`src/rtl/strseq_pkg.sv`:
```
package strseq_pkg;

    localparam int ELEM_W = 32;

    localparam logic [1:0] SZ_BYTE = 2'b00;
    localparam logic [1:0] SZ_HALF = 2'b01;
    localparam logic [1:0] SZ_WORD = 2'b11;

    localparam logic [1:0] OP_MOVE = 2'b00;
    localparam logic [1:0] OP_CMP  = 2'b01;
    localparam logic [1:0] OP_SKIP = 2'b10;

    typedef enum logic [3:0] {
        S_IDLE,
        S_ELEM,
        S_RDSRC,
        S_RDTBL,
        S_TEST,
        S_WRDST,
        S_RDDST,
        S_ADV,
        S_DONE,
        S_SUSP
    } seq_state_e;

    function automatic logic [2:0] elem_bytes(input logic [1:0] sz);
        case (sz)
            SZ_BYTE: elem_bytes = 3'd1;
            SZ_HALF: elem_bytes = 3'd2;
            default: elem_bytes = 3'd4;
        endcase
    endfunction

    function automatic logic [ELEM_W-1:0] elem_mask(input logic [1:0] sz);
        case (sz)
            SZ_BYTE: elem_mask = 32'h0000_00FF;
            SZ_HALF: elem_mask = 32'h0000_FFFF;
            default: elem_mask = 32'hFFFF_FFFF;
        endcase
    endfunction

endpackage

```
`src/rtl/strseq_step.sv`:
```
module strseq_step
    import strseq_pkg::*;
#(
    parameter int ADDR_W = 32
) (
    input  logic [ADDR_W-1:0] ptr,
    input  logic [1:0]        sz,
    input  logic              back,
    output logic [ADDR_W-1:0] nxt
);
    logic [ADDR_W-1:0] stride;

    always_comb begin
        stride = ADDR_W'(elem_bytes(sz));
        nxt    = back ? (ptr - stride) : (ptr + stride);
    end
endmodule

```
`src/rtl/strseq_match.sv`:
```
module strseq_match
    import strseq_pkg::*;
(
    input  logic [ELEM_W-1:0] lhs,
    input  logic [ELEM_W-1:0] rhs,
    input  logic [1:0]        sz,
    output logic              same
);
    always_comb begin
        same = ((lhs ^ rhs) & elem_mask(sz)) == '0;
    end
endmodule

```
`src/rtl/strseq_engine.sv`:
```
module strseq_engine
    import strseq_pkg::*;
#(
    parameter int ADDR_W = 32,
    parameter int CNT_W  = 32
) (
    input  logic              clk,
    input  logic              rst_n,
    input  logic              ld_en,
    input  logic [CNT_W-1:0]  ld_count,
    input  logic [ADDR_W-1:0] ld_src,
    input  logic [ADDR_W-1:0] ld_dst,
    input  logic [ADDR_W-1:0] ld_tbl,
    input  logic [31:0]       ld_match,
    input  logic              start,
    input  logic [1:0]        op,
    input  logic [1:0]        size,
    input  logic [3:0]        opt,
    input  logic              irq_pend,
    output logic              mem_req,
    output logic              mem_we,
    output logic [ADDR_W-1:0] mem_addr,
    output logic [1:0]        mem_size,
    output logic [31:0]       mem_wdata,
    input  logic              mem_ack,
    input  logic [31:0]       mem_rdata,
    output logic [CNT_W-1:0]  r_count,
    output logic [ADDR_W-1:0] r_src,
    output logic [ADDR_W-1:0] r_dst,
    output logic [ADDR_W-1:0] r_tbl,
    output logic [31:0]       r_match,
    output logic              flag_f,
    output logic              busy,
    output logic              done,
    output logic              suspended
);
    localparam logic [CNT_W-1:0] CNT_ONE = CNT_W'(1);

    seq_state_e state, state_nxt;

    logic [1:0]        op_q;
    logic [1:0]        sz_q;
    logic [3:0]        opt_q;
    logic [CNT_W-1:0]  cnt_q;
    logic [ADDR_W-1:0] src_q, dst_q, tbl_q;
    logic [31:0]       mat_q;
    logic [31:0]       val_q;
    logic              f_q;

    logic              xlate_on;
    logic              r4_same;
    logic              pair_same;
    logic              match_stop;
    logic [ADDR_W-1:0] src_step, dst_step;

    assign xlate_on = opt_q[0] && (sz_q == SZ_BYTE);

    strseq_step #(.ADDR_W(ADDR_W)) u_step_src (
        .ptr (src_q),
        .sz  (sz_q),
        .back(opt_q[1]),
        .nxt (src_step)
    );

    strseq_step #(.ADDR_W(ADDR_W)) u_step_dst (
        .ptr (dst_q),
        .sz  (sz_q),
        .back(opt_q[1]),
        .nxt (dst_step)
    );

    strseq_match u_match_r4 (
        .lhs (val_q),
        .rhs (mat_q),
        .sz  (sz_q),
        .same(r4_same)
    );

    strseq_match u_match_pair (
        .lhs (val_q),
        .rhs (mem_rdata),
        .sz  (sz_q),
        .same(pair_same)
    );

    assign match_stop = opt_q[2] && (opt_q[3] ? r4_same : !r4_same);

    // State register
    always_ff @(posedge clk) begin
        if (!rst_n) state <= S_IDLE;
        else        state <= state_nxt;
    end

    // Next-state logic
    always_comb begin
        state_nxt = state;
        unique case (state)
            S_IDLE:  if (start) state_nxt = (cnt_q == '0) ? S_DONE : S_ELEM;
            S_ELEM: begin
                if (cnt_q == '0)   state_nxt = S_DONE;
                else if (irq_pend) state_nxt = S_SUSP;
                else               state_nxt = S_RDSRC;
            end
            S_RDSRC: if (mem_ack) state_nxt = xlate_on ? S_RDTBL : S_TEST;
            S_RDTBL: if (mem_ack) state_nxt = S_TEST;
            S_TEST: begin
                if (match_stop)          state_nxt = S_DONE;
                else if (op_q == OP_MOVE) state_nxt = S_WRDST;
                else if (op_q == OP_CMP)  state_nxt = S_RDDST;
                else                     state_nxt = S_ADV;
            end
            S_WRDST: if (mem_ack) state_nxt = S_ADV;
            S_RDDST: if (mem_ack) state_nxt = pair_same ? S_ADV : S_DONE;
            S_ADV:   state_nxt = S_ELEM;
            S_DONE:  state_nxt = S_IDLE;
            S_SUSP:  state_nxt = S_IDLE;
            default: state_nxt = S_IDLE;
        endcase
    end

    // Outputs decoded from the state
    always_comb begin
        mem_req   = 1'b0;
        mem_we    = 1'b0;
        mem_addr  = src_q;
        mem_size  = sz_q;
        mem_wdata = val_q & elem_mask(sz_q);
        unique case (state)
            S_RDSRC: mem_req = 1'b1;
            S_RDTBL: begin
                mem_req  = 1'b1;
                mem_addr = tbl_q + ADDR_W'(val_q[7:0]);
                mem_size = SZ_BYTE;
            end
            S_WRDST: begin
                mem_req  = 1'b1;
                mem_we   = 1'b1;
                mem_addr = dst_q;
            end
            S_RDDST: begin
                mem_req  = 1'b1;
                mem_addr = dst_q;
            end
            default: ;
        endcase
        busy      = (state != S_IDLE);
        done      = (state == S_DONE);
        suspended = (state == S_SUSP);
    end

    // Architectural registers and element datapath
    always_ff @(posedge clk) begin
        if (!rst_n) begin
            op_q  <= OP_MOVE;
            sz_q  <= SZ_BYTE;
            opt_q <= '0;
            cnt_q <= '0;
            src_q <= '0;
            dst_q <= '0;
            tbl_q <= '0;
            mat_q <= '0;
            val_q <= '0;
            f_q   <= 1'b0;
        end else begin
            if (state == S_IDLE && ld_en) begin
                cnt_q <= ld_count;
                src_q <= ld_src;
                dst_q <= ld_dst;
                tbl_q <= ld_tbl;
                mat_q <= ld_match;
            end
            if (state == S_IDLE && start) begin
                op_q  <= op;
                sz_q  <= size;
                opt_q <= opt;
            end
            if (state == S_RDSRC && mem_ack) val_q <= mem_rdata & elem_mask(sz_q);
            if (state == S_RDTBL && mem_ack) val_q <= {24'h0, mem_rdata[7:0]};
            if (state == S_ADV) begin
                cnt_q <= cnt_q - CNT_ONE;
                src_q <= src_step;
                if (op_q != OP_SKIP) dst_q <= dst_step;
            end
            if (state_nxt == S_DONE) f_q <= (state == S_TEST);
        end
    end

    assign r_count = cnt_q;
    assign r_src   = src_q;
    assign r_dst   = dst_q;
    assign r_tbl   = tbl_q;
    assign r_match = mat_q;
    assign flag_f  = f_q;

    // each register update consumes exactly one element
    p_count_step_r1: assert property (@(posedge clk) disable iff (!rst_n)
        (state == S_ADV) |=> (r_count == $past(r_count) - CNT_ONE));

    // a set flag only comes from a run with match termination enabled
    p_flag_needs_match_r4: assert property (@(posedge clk) disable iff (!rst_n)
        (done && flag_f) |-> opt_q[2]);

    // only a move ever writes memory
    p_write_only_move_r5: assert property (@(posedge clk) disable iff (!rst_n)
        (mem_req && mem_we) |-> (op_q == OP_MOVE));

    // a pending interrupt at a boundary halts the run next cycle
    p_irq_halts_r7: assert property (@(posedge clk) disable iff (!rst_n)
        (state == S_ELEM && cnt_q != '0 && irq_pend) |=> (suspended && !mem_req));

    // a start with an empty count ends at once without memory traffic
    p_zero_start_r8: assert property (@(posedge clk) disable iff (!rst_n)
        (!busy && start && r_count == '0) |=> (done && !mem_req && !flag_f));

    // an unacknowledged request holds its controls
    p_req_hold_r9: assert property (@(posedge clk) disable iff (!rst_n)
        (mem_req && !mem_ack) |=> (mem_req && $stable(mem_addr) && $stable(mem_we) && $stable(mem_size)));

endmodule

```
`config.mk`:
```
export PLATFORM = sky130hd
export DESIGN_NAME = strseq_engine
export DESIGN_NICKNAME = d
export VERILOG_FILES = /design/src/rtl/strseq_pkg.sv /design/src/rtl/strseq_step.sv /design/src/rtl/strseq_match.sv /design/src/rtl/strseq_engine.sv
export SDC_FILE = /design/constraint.sdc
export NUM_CORES = 1
export LEC_CHECK = 0
export BUFFER_PORTS_ARGS = -buffer_cell sky130_fd_sc_hd__buf_2
export CELL_PAD_IN_SITES_DETAIL_PLACEMENT = 2
export CELL_PAD_IN_SITES_GLOBAL_PLACEMENT = 2
export CORE_ASPECT_RATIO = 0.5
export CORE_MARGIN = 1
export CORE_UTILIZATION = 30
export CTS_CLUSTER_DIAMETER = 80
export DETAILED_ROUTE_END_ITERATION = 10
export PLACE_DENSITY_LB_ADDON = 0.2
export RECOVER_POWER = 100
export SLEW_MARGIN = 15
export SYNTH_ARGS = -nofsm -noshare
export SYNTH_HDL_FRONTEND = slang
export SYNTH_SLANG_ARGS = --single-unit
```
`constraint.sdc`:
```
create_clock -name clk -period 13.71 [get_ports clk]
set_clock_uncertainty 0.2 [all_clocks]
set_input_delay 0.6855 -clock clk [delete_from_list [all_inputs] [get_ports clk]]
set_output_delay 0.6855 -clock clk [all_outputs]
set_load 0.1 [all_outputs]
```
* Word level (Yosys, flattened, before mapping) *
Cells that the tools add are included.

operators by class
  $add $sub $neg = 6
  equal/unequal tests = 13
  muxes and demuxes = 34
  bitwise logic cells = 7
  reduce and logical (&&, ||, !) cells = 19

operator list
  cell                                                                    number
  32-bit two-way mux                                                      11
  32-bit AND                                                              4
  32-bit case mux with 2 select lines                                     2
  32-bit zero test                                                        3
  32-bit by 3-bit adder with 32-bit output                                2
  32-bit by 3-bit subtractor with 32-bit output                           2
  32-bit XOR                                                              2
  4-bit two-way mux                                                       10
  32-bit by 8-bit adder with 32-bit output                                1
  4-bit case mux with 8 select lines                                      1
  32-bit by 1-bit subtractor with 32-bit output (second input constant)   1
  4-bit by 3-bit equality test with 1-bit output (second input constant)  4
  8-bit two-way mux                                                       2
  4-bit equality test (second input constant)                             3
  4-bit by 2-bit equality test with 1-bit output (second input constant)  2
  1-bit logical AND                                                       6
  3-bit case mux with 2 select lines                                      1
  2-bit by 1-bit equality test with 1-bit output (second input constant)  2
  4-bit by 1-bit equality test with 1-bit output (second input constant)  1
  2-bit zero test                                                         2
  4-bit zero test                                                         1
  1-bit two-way mux                                                       4
  2-bit two-way mux                                                       2
  2-bit nonzero test                                                      2
  other kinds (7)                                                         8

word-level totals
  bits in registers = 205
  bits of input ports = 206
  output and inout bits = 232
  word-level logic and storage cells = 91

* Longest topological paths before layout *
  depth in word-level cells = 10
  depth in mapped cells = 16
  mapped depth without buffers = 14

* Cells and area by module *
Synthesis repeated with hierarchy kept, for this count alone.

second synthesis, totals
  cell total of the unflattened synthesis = 1907
  area total of the unflattened synthesis = 14139.8 um2

by module, submodules not included
  module         instances  cells each  area each (um2)  seq. area each (um2)
  strseq_engine  1          1329        10003.3          4103.9
  strseq_step    2          244         1705.4           0.0
  strseq_match   2          45          362.8            0.0

* Least setup slack after synthesis *
OpenSTA, ideal clock, no wires.

  path kind = register -> output
  start = reg tbl_q[0], in the netlist r_tbl[0]
  end = out mem_addr[30]
  arrival time = 5041 ps
  required time = 12825 ps
  setup slack = 7784 ps
  cell stages (with the launch flop) = 13
  buffers on the path = 1
  cell sequence = dfxtp_1 ha_1 fa_1 a21o_1 a21oi_1 o21bai_1 a21oi_1 o21bai_1 a21oi_1 clkbuf_1 nor4_1 xnor2_1 o21ai_0

between the ends
  longest elaborated chain between the ends = 2

ends and longest elaborated chain
  what                                      line                  source
  start: declaration                        strseq_engine.sv:45   logic [ADDR_W-1:0] src_q, dst_q, tbl_q;
  start signal: assignment                  strseq_engine.sv:169  tbl_q <= ld_tbl;
  32-bit by 8-bit adder with 32-bit output  strseq_engine.sv:132  mem_addr = tbl_q + ADDR_W'(val_q[7:0]);
  32-bit case mux with 2 select lines       strseq_engine.sv:128  unique case (state)
  end: declaration                          strseq_engine.sv:22   output logic [ADDR_W-1:0] mem_addr,

No other way between the ends.

==> results.ini <==
[clock_tree]
hold_buffers=0
cts.sinks=205
cts.repair.resized=0
clkLatencyLatePin_ns=0.57
clockBufferDepth=3
cts_setup_buffers=0
numCtsBuffers=23
cts.clk_slew.worst_paths_ns=0.07
root_buffer=clkbuf_16
h-tree-depth=1
cts_tree=done

[yosys]
synth_seq_cells=205
async_flop_share=0
syn-mean-instance-area_um2=7.32
ys_seq_area_frac=0.297
synth_nets=2168
yosys.area_share.simple=0.245
postSynthCellCount=1889
yosys.area_share.xor_xnor=0.0924
synth_top_family_by_area=compound AO/OA/AOI/OAI gates
synth_compound_area_frac=0.247
synth_adder_area_share=0.0685
syn_area_mm2=0.0138
yosys_warnings=0
synth.area.mux_share=0.00443
synthDistinctLibCells=74
synth_flop_cell=dfxtp_1
synth_edf_count=0

[placement]
dp_cells=2817
dp_hpwl_um=47500
placedInstanceArea_mm2=0.0165
portBuffers=437
place.gp.congestion=0.880

[layout]
areaGrowthSynthToFinish_pct=22.4
fin_nets=2523
instances_no_fill=2870
fin_area_mm2=0.0169
drive_gt1_frac=0.128
nFillCells=5583

[pwr]
switching_power_w=0.00118
p_leak_nw=6.83
switching_share=0.489
power_frac_seq=0.303
p_clk_frac=0.280
pwr-share-comb=0.417
p_int_w=0.00124
power.density_mw_per_mm2=143
ir_drop_mv=0.0748

[die]
fp.dieH_um=154
die_w_um=306
die-area_mm2=0.0470
fp-row-count=55
num_io_pins=438
initial_core_util=0.305
core_mm2=0.0453

[timing]
setup_viol=0
relSlewSlack=-2.10
holdWs_ns=0.156
tightest_slew_ns=4.65
fin_tns_setup_ns=0
fmax_mhz=123
hold_violations=0
slew_violations=533
timing.final.crit_share=0.595
rsz0062_at_grt=false
finalCriticalPeriod_ns=8.16

[route]
firstDrtPassIters=5
drtIter0Drc=684
vias_per_cell=5.44
wire_per_inst_um=22.2
drcViolationCount=0
routed_wl_um=63800
ant_nets=0
route.vias.total=15600

[outcome]
status=finished with violations
violations=max-capacitance violations, max-slew violations

[grt]
track_usage=0.263
grt_max_degree=85
grt_pass1_wl_um=97400
antenna_found_initial=12
grt_pass1_vias=16200
grt-ovfl-total=0

[job]
drv_cap=10

[critical_path]
worstSetupPathType=input port to register
cp.required_ns=13.98
path_max_fanout=84
cp-end-kind=register
cp-start-kind=input port
cp_data_arrival_time_ns=8.43

[min_path]
holdCritPathClass=input port to register

synth_stat cells, types with 9 or more instances:
| cell type | n | area, µm² |
|---|---|---|
| ha_1 | 70 | 876 |
| a22oi_1 | 36 | 270 |
| xor2_1 | 61 | 534 |
| nand2b_1 | 16 | 100 |
| nand2_1 | 376 | 1410 |
| a221oi_1 | 13 | 114 |
| a31oi_1 | 14 | 87.6 |
| o21bai_1 | 11 | 82.6 |
| buf_1 | 11 | 41.3 |
| inv_1 | 36 | 135 |
| nor2_1 | 115 | 432 |
| nand3_1 | 65 | 325 |
| xnor2_1 | 85 | 744 |
| nor3_1 | 33 | 165 |
| o21a_1 | 9 | 67.6 |
| or3_1 | 16 | 100 |
| a211oi_1 | 9 | 67.6 |
| o211ai_1 | 15 | 113 |
| a21o_1 | 30 | 225 |
| dfxtp_1 | 205 | 4100 |
| clkbuf_1 | 103 | 387 |
| nand4_1 | 27 | 169 |
| nor4_1 | 19 | 119 |
| o21ai_0 | 84 | 420 |
| and3_1 | 15 | 93.8 |
| and2_1 | 31 | 194 |
| a21oi_1 | 245 | 1230 |
| a311oi_1 | 33 | 289 |
per-stage QoR:
step           worst slack, ns  utilization  total power (W)
3_3_place_gp              8.71        0.363          0.00175
2_1_floorplan             7.78            -          0.00151
6_report                  5.55        0.373          0.00242
5_1_grt                   4.75        0.373          0.00252
3_5_place_dp              8.51        0.363          0.00177
4_1_cts                   8.42        0.380          0.00245
cell families (layout without fill, tap and decap cells):
kind of cell / count (synthesis) / after routing
adder cells (fa/ha/maj): 74 / 74
multiplexers: 6 / 6
AND/OR/NAND/NOR: 748 / 748
other: 0 / 11
flip-flops: 205 / 205
buffers and inverters: 160 / 532
XOR/XNOR: 146 / 146
AO/OA/AOI/OAI: 550 / 550
cells in the final DEF (no fill, tap or decap), drive strengths merged, types with 4 or more instances in the layout:
cell type	n
a211oi	9
a21o	30
a21oi	245
a221oi	14
a22oi	36
a311oi	34
a31oi	14
and2	31
and3	15
buf	216
clkbuf	265
clkinv	9
dfxtp	205
diode	11
ha	70
inv	37
mux2i	5
nand2	376
nand2b	16
nand3	65
nand3b	4
nand4	27
nor2	115
nor2b	9
nor3	35
nor4	19
o211ai	15
o21a	9
o21ai	87
o21bai	11
o22ai	4
o31ai	6
or2	7
or3	18
xnor2	85
xor2	61
per-layer routing:
layer	part of all wire	track usage
met5	0.00031	0
met2	0.49	0.460
met3	0.035	0.0374
met1	0.44	0.331
met4	0.033	0.0854
area by class of cell:
type | instances | area [µm²] | share of cell area
tap | 598 | 748 | 0.0442
sequential | 205 | 4110 | 0.242
inverter | 37 | 140 | 0.00828
multi-input combinational | 1524 | 9140 | 0.539
antenna | 11 | 27.5 | 0.00163
clock inverter | 14 | 140 | 0.00828
timing repair buffer | 453 | 1990 | 0.118
clock buffer | 28 | 644 | 0.0381
path summary, 6_finish.rpt:
check | start | end | slack [ns] | depth (start not counted)
worst max-delay path | rst_n | r_count[4] | 5.55 | 7
worst min-delay path | ld_tbl[19] | r_tbl[19] | 0.16 | 3
worst max register to register | state[1] | r_count[8] | 5.80 | 9
worst min register to register | opt_q[0] | opt_q[0] | 0.26 | 2
worst max-delay path, stage by stage:
cell and delay [ns]:
buf_2 0.07, clkbuf_1 1.47, clkinvlp_2 2.90, clkbuf_1 2.13, a31oi_1 0.69, o21ai_0 0.17
a21oi_1 0.22
state kept, by name, indices dropped and copies added (netlist names), 4 cells and up:
signal   flops
r_src       32
r_dst       32
r_tbl       32
state        4
r_count     32
opt_q        4
r_match     32
val_q       32
power by group through the flow:
stage                     registers [W]  clock network (W)  logic [W]
final                          0.000733           0.000677    0.00101
after global routing           0.000741           0.000714    0.00107
after CTS                      0.000732           0.000695    0.00103
after detailed placement       0.000745                  0    0.00102
after global placement         0.000743                  0    0.00101
after floorplan                 0.00106                  0   0.000448
(Power assumes the default switching activity.)
